### src/rtl/spaxbin_pkg.sv
package spaxbin_pkg;

  localparam int unsigned SB_DATA_W_DEF = 16;
  localparam int unsigned SB_BIN_N_DEF  = 5;

  // Sum width: one sample width plus growth for BIN_N*BIN_N terms.
  function automatic int unsigned sb_acc_width(int unsigned dw, int unsigned n);
    return dw + $clog2(n * n);
  endfunction

  // Counter width able to hold the value BIN_N*BIN_N.
  function automatic int unsigned sb_cnt_width(int unsigned n);
    return $clog2(n * n + 1);
  endfunction

endpackage

### src/rtl/spx_qualify.sv
// Combinational per-pixel decode: window test, mask, bias removal,
// saturation test and position of the pixel inside its bin.
module spx_qualify #(
  parameter int unsigned DATA_W = 16,
  parameter int unsigned ROW_W  = 9,
  parameter int unsigned COL_W  = 8,
  parameter int unsigned NCOLS  = 256,
  parameter int unsigned BIN_N  = 5,
  parameter int unsigned BAND_W = 6
) (
  input  logic [ROW_W-1:0]  row,
  input  logic [COL_W-1:0]  col,
  input  logic [DATA_W-1:0] data,
  input  logic [ROW_W-1:0]  win_row_lo,
  input  logic [ROW_W-1:0]  win_row_hi,
  input  logic [COL_W-1:0]  win_col_lo,
  input  logic [COL_W-1:0]  win_col_hi,
  input  logic [DATA_W-1:0] bias,
  input  logic [DATA_W-1:0] sat_limit,
  input  logic [NCOLS-1:0]  col_mask,
  output logic              in_win,
  output logic              keep,
  output logic              sat_hit,
  output logic [DATA_W-1:0] value,
  output logic [BAND_W-1:0] band,
  output logic              first_col,
  output logic              last_col,
  output logic              last_row
);
  localparam logic [ROW_W-1:0] N_ROW = ROW_W'(BIN_N);
  localparam logic [COL_W-1:0] N_COL = COL_W'(BIN_N);

  logic [ROW_W-1:0] row_off, row_ph;
  logic [COL_W-1:0] col_off, col_ph, band_full;
  logic             masked, over;

  always_comb begin
    in_win    = (row >= win_row_lo) && (row <= win_row_hi) &&
                (col >= win_col_lo) && (col <= win_col_hi);
    row_off   = row - win_row_lo;
    col_off   = col - win_col_lo;
    row_ph    = row_off % N_ROW;
    col_ph    = col_off % N_COL;
    band_full = col_off / N_COL;
    band      = band_full[BAND_W-1:0];
    first_col = (col_ph == '0);
    last_col  = (col_ph == N_COL - 1'b1);
    last_row  = (row_ph == N_ROW - 1'b1);
    masked    = col_mask[col];
    value     = (data > bias) ? (data - bias) : '0;
    over      = (value > sat_limit);
    keep      = in_win && !masked && !over;
    sat_hit   = in_win && !masked && over;
  end

endmodule

### src/rtl/spx_row_acc.sv
// Sums the BIN_N columns of one bin within a single row, then hands the
// row-slice of the bin to the merge stage as a registered operation.
module spx_row_acc #(
  parameter int unsigned DATA_W = 16,
  parameter int unsigned ACC_W  = 21,
  parameter int unsigned CNT_W  = 5,
  parameter int unsigned BAND_W = 6,
  parameter int unsigned BIN_N  = 5
) (
  input  logic              clk,
  input  logic              rst,
  input  logic              adv,
  input  logic              step,
  input  logic              first_col,
  input  logic              last_col,
  input  logic              last_row,
  input  logic              keep,
  input  logic              sat_hit,
  input  logic [DATA_W-1:0] value,
  input  logic [BAND_W-1:0] band,
  output logic              op_valid,
  output logic [BAND_W-1:0] op_band,
  output logic              op_last_row,
  output logic [ACC_W-1:0]  op_sum,
  output logic [CNT_W-1:0]  op_cnt,
  output logic              op_sat
);
  logic [ACC_W-1:0] h_sum, n_sum;
  logic [CNT_W-1:0] h_cnt, n_cnt;
  logic             h_sat, n_sat;

  always_comb begin
    n_sum = (first_col ? '0 : h_sum) + (keep ? ACC_W'(value) : '0);
    n_cnt = (first_col ? '0 : h_cnt) + CNT_W'(keep);
    n_sat = (first_col ? 1'b0 : h_sat) | sat_hit;
  end

  always_ff @(posedge clk) begin
    if (rst) begin
      h_sum       <= '0;
      h_cnt       <= '0;
      h_sat       <= 1'b0;
      op_valid    <= 1'b0;
      op_band     <= '0;
      op_last_row <= 1'b0;
      op_sum      <= '0;
      op_cnt      <= '0;
      op_sat      <= 1'b0;
    end else begin
      if (adv) op_valid <= step && last_col;
      if (step) begin
        if (last_col) begin
          op_band     <= band;
          op_last_row <= last_row;
          op_sum      <= n_sum;
          op_cnt      <= n_cnt;
          op_sat      <= n_sat;
        end else begin
          h_sum <= n_sum;
          h_cnt <= n_cnt;
          h_sat <= n_sat;
        end
      end
    end
  end

  AST_ROW_CNT_RANGE: assert property (@(posedge clk) disable iff (rst)
    op_valid |-> (op_cnt <= CNT_W'(BIN_N)));

endmodule

### src/rtl/spx_linebuf.sv
// One entry per bin column: partial spaxel sums for the current band of
// rows. Synchronous read port so the array maps to block RAM; occupancy
// tags live in flops so a frame restart clears them in one cycle.
module spx_linebuf #(
  parameter int unsigned DEPTH = 52,
  parameter int unsigned AW    = 6,
  parameter int unsigned WIDTH = 27
) (
  input  logic             clk,
  input  logic             rst,
  input  logic             clr_all,
  input  logic             rd_en,
  input  logic [AW-1:0]    rd_addr,
  output logic [WIDTH-1:0] rd_data,
  input  logic             wr_en,
  input  logic [AW-1:0]    wr_addr,
  input  logic [WIDTH-1:0] wr_data,
  input  logic             kill_en,
  input  logic [AW-1:0]    kill_addr,
  input  logic [AW-1:0]    tag_addr,
  output logic             tag_out
);
  logic [WIDTH-1:0] mem [DEPTH];
  logic [DEPTH-1:0] tags;

  always_ff @(posedge clk) begin
    if (wr_en) mem[wr_addr] <= wr_data;
    if (rd_en) rd_data <= mem[rd_addr];
  end

  always_ff @(posedge clk) begin
    if (rst || clr_all) begin
      tags <= '0;
    end else begin
      if (wr_en)   tags[wr_addr]   <= 1'b1;
      if (kill_en) tags[kill_addr] <= 1'b0;
    end
  end

  assign tag_out = tags[tag_addr];

endmodule

### src/rtl/spaxel_binner.sv
module spaxel_binner
  import spaxbin_pkg::*;
#(
  parameter  int unsigned DATA_W   = SB_DATA_W_DEF,
  parameter  int unsigned NROWS    = 512,
  parameter  int unsigned NCOLS    = 256,
  parameter  int unsigned BIN_N    = SB_BIN_N_DEF,
  localparam int unsigned ROW_W    = $clog2(NROWS),
  localparam int unsigned COL_W    = $clog2(NCOLS),
  localparam int unsigned ACC_W    = sb_acc_width(DATA_W, BIN_N),
  localparam int unsigned CNT_W    = sb_cnt_width(BIN_N),
  localparam int unsigned LB_DEPTH = (NCOLS + BIN_N - 1) / BIN_N,
  localparam int unsigned BAND_W   = (LB_DEPTH > 1) ? $clog2(LB_DEPTH) : 1
) (
  input  logic              clk,
  input  logic              rst,
  input  logic              frame_start,
  input  logic              pix_valid,
  output logic              pix_ready,
  input  logic [ROW_W-1:0]  pix_row,
  input  logic [COL_W-1:0]  pix_col,
  input  logic [DATA_W-1:0] pix_data,
  input  logic [ROW_W-1:0]  cfg_row_first,
  input  logic [ROW_W-1:0]  cfg_row_last,
  input  logic [COL_W-1:0]  cfg_col_first,
  input  logic [COL_W-1:0]  cfg_col_last,
  input  logic [DATA_W-1:0] cfg_bias,
  input  logic [DATA_W-1:0] cfg_sat_limit,
  input  logic [NCOLS-1:0]  cfg_col_mask,
  output logic              sp_valid,
  input  logic              sp_ready,
  output logic [ACC_W-1:0]  sp_sum,
  output logic [CNT_W-1:0]  sp_count,
  output logic              sp_allsat,
  output logic [BAND_W-1:0] sp_band
);
  localparam int unsigned WORD_W = ACC_W + CNT_W + 1;

  // Stage A decode
  logic              q_in_win, q_keep, q_sat, q_first, q_last_col, q_last_row;
  logic [DATA_W-1:0] q_value;
  logic [BAND_W-1:0] q_band;
  logic              adv, step;

  // Stage B operation
  logic              op_valid, op_last_row, op_sat;
  logic [BAND_W-1:0] op_band;
  logic [ACC_W-1:0]  op_sum;
  logic [CNT_W-1:0]  op_cnt;

  // Line buffer interface
  logic [WORD_W-1:0] lb_rd, lb_wr;
  logic              lb_tag, fire, wr_en, kill_en;
  logic [ACC_W-1:0]  old_sum, m_sum;
  logic [CNT_W-1:0]  old_cnt, m_cnt;
  logic              old_sat, m_sat;

  assign adv       = !sp_valid || sp_ready;
  assign pix_ready = adv;
  assign step      = pix_valid && adv && q_in_win;

  spx_qualify #(
    .DATA_W(DATA_W), .ROW_W(ROW_W), .COL_W(COL_W),
    .NCOLS(NCOLS), .BIN_N(BIN_N), .BAND_W(BAND_W)
  ) u_qual (
    .row(pix_row), .col(pix_col), .data(pix_data),
    .win_row_lo(cfg_row_first), .win_row_hi(cfg_row_last),
    .win_col_lo(cfg_col_first), .win_col_hi(cfg_col_last),
    .bias(cfg_bias), .sat_limit(cfg_sat_limit), .col_mask(cfg_col_mask),
    .in_win(q_in_win), .keep(q_keep), .sat_hit(q_sat), .value(q_value),
    .band(q_band), .first_col(q_first), .last_col(q_last_col),
    .last_row(q_last_row)
  );

  spx_row_acc #(
    .DATA_W(DATA_W), .ACC_W(ACC_W), .CNT_W(CNT_W),
    .BAND_W(BAND_W), .BIN_N(BIN_N)
  ) u_racc (
    .clk(clk), .rst(rst), .adv(adv), .step(step),
    .first_col(q_first), .last_col(q_last_col), .last_row(q_last_row),
    .keep(q_keep), .sat_hit(q_sat), .value(q_value), .band(q_band),
    .op_valid(op_valid), .op_band(op_band), .op_last_row(op_last_row),
    .op_sum(op_sum), .op_cnt(op_cnt), .op_sat(op_sat)
  );

  spx_linebuf #(
    .DEPTH(LB_DEPTH), .AW(BAND_W), .WIDTH(WORD_W)
  ) u_lbuf (
    .clk(clk), .rst(rst), .clr_all(frame_start),
    .rd_en(step && q_last_col), .rd_addr(q_band), .rd_data(lb_rd),
    .wr_en(wr_en), .wr_addr(op_band), .wr_data(lb_wr),
    .kill_en(kill_en), .kill_addr(op_band),
    .tag_addr(op_band), .tag_out(lb_tag)
  );

  // Stage B: merge the row slice with the stored partial spaxel.
  always_comb begin
    {old_sum, old_cnt, old_sat} = lb_tag ? lb_rd : '0;
    m_sum   = op_sum + old_sum;
    m_cnt   = op_cnt + old_cnt;
    m_sat   = op_sat | old_sat;
    lb_wr   = {m_sum, m_cnt, m_sat};
    fire    = adv && op_valid;
    wr_en   = fire && !op_last_row;
    kill_en = fire && op_last_row;
  end

  always_ff @(posedge clk) begin
    if (rst) begin
      sp_valid  <= 1'b0;
      sp_sum    <= '0;
      sp_count  <= '0;
      sp_allsat <= 1'b0;
      sp_band   <= '0;
    end else if (adv) begin
      sp_valid <= op_valid && op_last_row;
      if (kill_en) begin
        sp_sum    <= m_sum;
        sp_count  <= m_cnt;
        sp_allsat <= m_sat && (m_cnt == '0);
        sp_band   <= op_band;
      end
    end
  end

  AST_OUT_HOLD: assert property (@(posedge clk) disable iff (rst)
    (sp_valid && !sp_ready) |=> (sp_valid && $stable(sp_sum) &&
      $stable(sp_count) && $stable(sp_allsat) && $stable(sp_band)));

  AST_CNT_RANGE: assert property (@(posedge clk) disable iff (rst)
    sp_valid |-> (sp_count <= CNT_W'(BIN_N * BIN_N)));

  AST_EMPTY_ZERO: assert property (@(posedge clk) disable iff (rst)
    (sp_valid && sp_count == '0) |-> (sp_sum == '0));

  AST_RESET_IDLE: assert property (@(posedge clk) disable iff (rst)
    $past(rst) |-> (!sp_valid && pix_ready));

endmodule

### config.mk
export PLATFORM = sky130hd
export DESIGN_NAME = spaxel_binner
export DESIGN_NICKNAME = d
export VERILOG_FILES = /design/src/rtl/spaxbin_pkg.sv /design/src/rtl/spx_qualify.sv /design/src/rtl/spx_row_acc.sv /design/src/rtl/spx_linebuf.sv /design/src/rtl/spaxel_binner.sv
export SDC_FILE = /design/constraint.sdc
export NUM_CORES = 2
export LEC_CHECK = 0
export BUFFER_PORTS_ARGS = -buffer_cell sky130_fd_sc_hd__buf_2
export CAP_MARGIN = 20
export CORE_ASPECT_RATIO = 1.5
export CORE_MARGIN = 1.5
export CORE_UTILIZATION = 45
export CTS_CLUSTER_SIZE = 16
export DETAILED_ROUTE_END_ITERATION = 10
export SYNTH_ARGS = -nofsm -noshare
export SYNTH_HDL_FRONTEND = slang
export SYNTH_SLANG_ARGS = --single-unit
### constraint.sdc
create_clock -name clk -period 27.1 [get_ports clk]
set_input_delay 5.42 -clock clk [delete_from_list [all_inputs] [get_ports clk]]
set_output_delay 5.42 -clock clk [all_outputs]
set_load 0.02 [all_outputs]
# Word level (Yosys, flattened, before mapping)
# Memory sizes are Yosys's and may differ from the RTL's. A register that Yosys moved wholly into a read port is not among the register bits.
# Index checks and enable logic that the tools add are counted.
# op_classes
addsub	7
shifts	0
bitwise	6
order_cmp	9
div_mod_pow	3
n_mux	17
reduce_logical	26
n_eq_ne	2
multipliers	0
# ops
op	n
two-way mux 52 bit	3
bitwise AND 52 bit	1
NOT 52 bit	1
OR 52 bit	1
adder 21 bit	2
> comparator 16 bit	2
two-way mux 16 bit	2
two-way mux 27 bit	1
two-way mux 21 bit	1
subtractor 16 bit	1
logical AND 1 bit	15
== test 9 x 3 -> 1 bit (second input constant)	1
greater-or-equal comparator 9 bit	1
<= comparator 9 bit	1
< comparator 8 x 9 -> 1 bit (second input constant)	1
remainder unit 9 x 3 -> 9 bit (second input constant)	1
subtractor 9 bit	1
binary-select mux 1 bit (select 8 bit)	1
divider 8 x 3 -> 8 bit (second input constant)	1
== test 8 x 3 -> 1 bit (second input constant)	1
greater-or-equal comparator 8 bit	1
<= comparator 8 bit	1
logical NOT 8 bit	1
remainder unit 8 x 3 -> 8 bit (second input constant)	1
15 further kinds	27
# word_totals
romBits	0
ff_bits	148
in_bits	360
output_inout_bits	35
latchBits	0
mem_count	1
mem_bits_rw	1404
elab_cells	86
# mem_list
name	depth	word_bits	rd	rd_ports_with_merged_regs	wr	line_no	source
u_lbuf.mem	52	27	1	1	1	spx_linebuf.sv:23	logic [WIDTH-1:0] mem [DEPTH];

# Logic depth before layout (Yosys ltp)
# logic_depth
ltp_word	9
depth_mapped	46
mapped_depth_nobuf	46

# By module
# A second synthesis with hierarchy kept.
# unflattened
cells_unflattened	4085
hier_area_um2	69205.1
# modules_own_cells
mod	area_per_inst_um2	cells_each	seq_area_each_um2	instances
spx_linebuf	56863.3	2543	44012.2	1
spx_qualify	6040.8	705	0.0	1
spx_row_acc	3568.4	473	1241.2	1
spaxel_binner	2732.6	364	680.7	1

# Worst setup path after synthesis
# Ideal clock, no wire load.
# synth_timing
path_kind	input to register
from	in pix_col[0]
to	reg u_racc.h_sum[18]
required_ns	27.026
setup_time_ns	0.074
path_slack_ns	13.451
n_path_buf	5
cell_stages	40
arrival_ns	13.575
cell_sequence	clkbuf_1 > buf_1 > inv_1 > ha_1 > fa_1 > nand2b_1 > a2111oi_4 > a211oi_4 > or2_1 > buf_4 > nand4_2 > o211ai_2 > a211oi_1 > o32ai_2 > ha_1 > or4_1 > o211ai_1 > or2_1 > [... 4 more ...] > clkbuf_1 > and2_1 > ha_1 > fa_1 > a21o_1 > a21oi_1 > o21bai_1 > a21oi_1 > o21bai_1 > a41oi_1 > a211o_1 > o21a_1 > o21ai_0 > nand3_1 > xor2_1 > nor2_1 > nand3_1 > o21ai_0
# synth_via
elab_chain_len	7
word_cells_on_any_way	19
classes_between	add/sub (2); div (1); order compare (2); eq/ne (1); mux (4); bitwise (1); reduce/logical (8)
# synth_rtl
item	line_no	source
start: declaration	spaxel_binner.sv:21	input logic [COL_W-1:0] pix_col,
branches (longest 7 deep; another with adder 21 bit)	n/a	
end signal: assignment	spx_row_acc.sv:59	h_sum <= n_sum;
end: declaration	spx_row_acc.sv:28	logic [ACC_W-1:0] h_sum, n_sum;
# Several ways; the timed one is not identified. The select of a mux whose other input is x is not followed.
# A chain may end at the register's enable or synchronous reset.

# Worst setup path after layout
# layout_timing
from	in pix_col[0]
to	reg u_racc.op_sum[20]
# layout_via
elab_chain_len	7
word_cells_on_any_way	18
classes_between	add/sub (2); div (1); order compare (2); eq/ne (1); mux (4); reduce/logical (8)
# layout_rtl
item	line_no	source
branches (longest 7 deep; another with adder 21 bit)	n/a	
end signal: assignment	spx_row_acc.sv:55	op_sum <= n_sum;
end: declaration	spx_row_acc.sv:24	output logic [ACC_W-1:0] op_sum,
# Several ways; the timed one is not identified. The select of a mux whose other input is x is not followed.

==> flow_metrics.tcl <==
set metrics [dict create \
    status "completed" \
    regToRegStartpoint "u_racc.op_band[1]" \
    vias_per_cell 6.002 \
    grt-ovfl-total 0 \
    hold_path.class "flip-flop to flip-flop" \
    comb_power_share_pct 34.6 \
    p_sw_share_pct 36.58 \
    synth.largest_area_cell "edfxtp_1" \
    core_area_mm2 0.1570 \
    place_inst 7572 \
    wl_per_cell_um 27.52 \
    cts_hold_buf 0 \
    clk_pin_slew_ns 0.06 \
    vdd_drop_max_v 0.00008039 \
    critical_path_class "input pin to flip-flop" \
    track_usage_pct 26.53 \
    grt_pass1_vias 46130 \
    post_cts_resized 0 \
    drtIter0Drc 4698 \
    synthCells 5293 \
    place.gp.congestion 0.8884 \
    io_buffers 394 \
    synth_edf_count 1431 \
    drt.antenna.violating_nets 0 \
    required_ns 27.76 \
    crit_path_end_kind "flip-flop" \
    p_int_w 0.004551 \
    clock-sinks 1579 \
    seq_area_frac_synth_pct 64.56 \
    cts_buffer_depth 3 \
    finalCritPeriodShare_pct 51.84 \
    finalNetCount 6137 \
    place_area_mm2 0.07605 \
    instances_no_fill 7864 \
    hpwl_um 135200 \
    syn_to_final_growth_pct 13.73 \
    mostFrequentLayoutCell "edfxtp_1" \
    pin_count 395 \
    cp_max_fo 41 \
    grt_max_degree 142 \
    power.total_w 0.007176 \
    leakage_nw 28.25 \
    syn_area_per_cell_um2 13.44 \
    min_from "sp_sum[0]" \
    wirelength_um 216400 \
    final_cell_mix "edfxtp_1, nand2_1, mux2i_1" \
    yosys.area.top_type_share_pct 60.40 \
    yosysUniqueCellTypes 98 \
    root_buffer "clkbuf_16" \
    clk_latency_ns 0.81 \
    async_reset_ff_share_pct 0 \
    rsz0062_at_grt "no" \
    tightest_slew_ns 1.153 \
    fmax_mhz 71.19 \
    fin_skew_ns 0.03523 \
    maxSlewViolCount 0 \
    synth_flop_cell "edfxtp_1" \
    cp-startpoint "pix_col[0]" \
    post_cts_buffers 0 \
    dieArea_mm2 0.1606 \
    route.detailed.drc 0 \
    p_sw_w 0.002625 \
    num_vias 47200 \
    critPathSlowestCell "o21a_4" \
    syn_area_mm2 0.07115 \
    rows 178 \
    max_slew_margin_pct 22.74 \
    slowest_delay_ns 0.55 \
    arrival_ns 14.70 \
    synth_area_leaders "edfxtp_1, mux2i_1, dfxtp_1" \
    pwr-share-clk_pct 28.5 \
    cts_tree "built" \
    cts_buffers 149 \
    post-route-min-period_ns 14.05 \
    setup_viol 0 \
    start_kind "input pin" \
    firstDrtPassIters 6 \
    powerDensity_mw_per_mm2 88.69 \
    htree_levels 4 \
    start_util_pct 45.31 \
    max_cap_viol_count 0 \
    ys_warn_count 0 \
    seqPwrFrac_pct 36.8 \
    final_area_mm2 0.08092 \
    antenna_found_initial 18 \
    grt_pass1_wl_um 311900 \
    fin_tns_setup_ns 0 \
    die_h_um 490.0 \
    hold_viol_final 0 \
    ys_seq_elements 1579 \
    hold_ws_ns 0.4558 \
    die_w_um 327.7 \
    synth_nets 5769 \
    drive_above_1_share_pct 18.32 \
]
metal layers:
| layer | wire, um | GRT usage (%) |
|---|---|---|
| met1 | 85350 | 33.55 |
| met2 | 105100 | 43.98 |
| met3 | 14260 | 4.053 |
| met4 | 11630 | 13.78 |
| met5 | 11 | 0 |
registers in the layout (all words and copies together) (netlist names), 5 cells and up:
register / count
u_lbuf.mem: 1404
u_lbuf.tags: 52
u_lbuf.rd_data: 27
sp_sum: 21
u_racc.h_sum: 21
u_racc.op_sum: 21
sp_band: 6
u_racc.op_band: 6
sp_count: 5
u_racc.h_cnt: 5
u_racc.op_cnt: 5
synthesized netlist by cell type, types with 89 or more instances:
library cell,n
edfxtp_1,1431
nand2_1,716
mux2i_1,517
a21oi_1,217
inv_1,210
nand3_1,199
clkbuf_1,191
nor2_1,153
dfxtp_1,148
o21ai_0,131
ha_1,110
a31oi_1,102
o221a_2,89
final cells by class:
cell class | count | area (um^2)
Timing Repair Buffer | 540 | 3231
Antenna cell | 13 | 32.53
Clock inverter | 74 | 713.2
Clock buffer | 197 | 3991
Sequential cell | 1579 | 45930
Multi-Input combinational cell | 3181 | 23640
Inverter | 210 | 788.3
Tap cell | 2070 | 2590
Fill cell | 13210 | 76100
critical path, delay by kind of cell:
family	cells	cell delay [ns]
AO/OA/AOI/OAI	18	4.12
AND/OR/NAND/NOR	9	1.98
XOR/XNOR	2	0.45
buffers and inverters	4	1.17
adder cells (fa/ha/maj)	5	1.52
worst paths after layout:
check | endpoint | slack [ns] | depth (start not counted)
max | u_racc.op_sum[20] | 13.05 | 38
min | sp_sum[0] | 0.46 | 2
min reg2reg | sp_sum[0] | 0.46 | 2
max reg2reg | sp_sum[12] | 19.39 | 27
power groups by stage:
stage / clock [W] / sequential (W) / combinational (W)
6_report: 0.00205 / 0.00264 / 0.00249
3_5_place_dp: 0 / 0.00270 / 0.00247
3_3_place_gp: 0 / 0.00270 / 0.00245
5_1_grt: 0.00216 / 0.00264 / 0.00263
4_1_cts: 0.00208 / 0.00264 / 0.00248
2_1_floorplan: 0 / 0.00270 / 0.00162
through the flow:
| stage | util, % | setup slack [ns] |
|---|---|---|
| after global placement | 48.39 | 12.26 |
| after global routing | 51.53 | 12.38 |
| final | 51.53 | 13.05 |
| after floorplan | - | 13.45 |
| after CTS | 51.43 | 13.07 |
| after detailed placement | 48.43 | 12.19 |
logic make-up after synthesis:
logic type | count (synthesis) | share of synthesized area, %
DFF | 1579 | 64.56
and+or+nand+nor | 1328 | 8.327
buffers and inverters | 533 | 3.118
adders and majority gates | 116 | 2.103
xor gates and xnor gates | 74 | 0.9215
AOI/OAI and AO/OA | 1059 | 10.97
muxes | 604 | 9.996
Power figures use the tool's default switching activity.
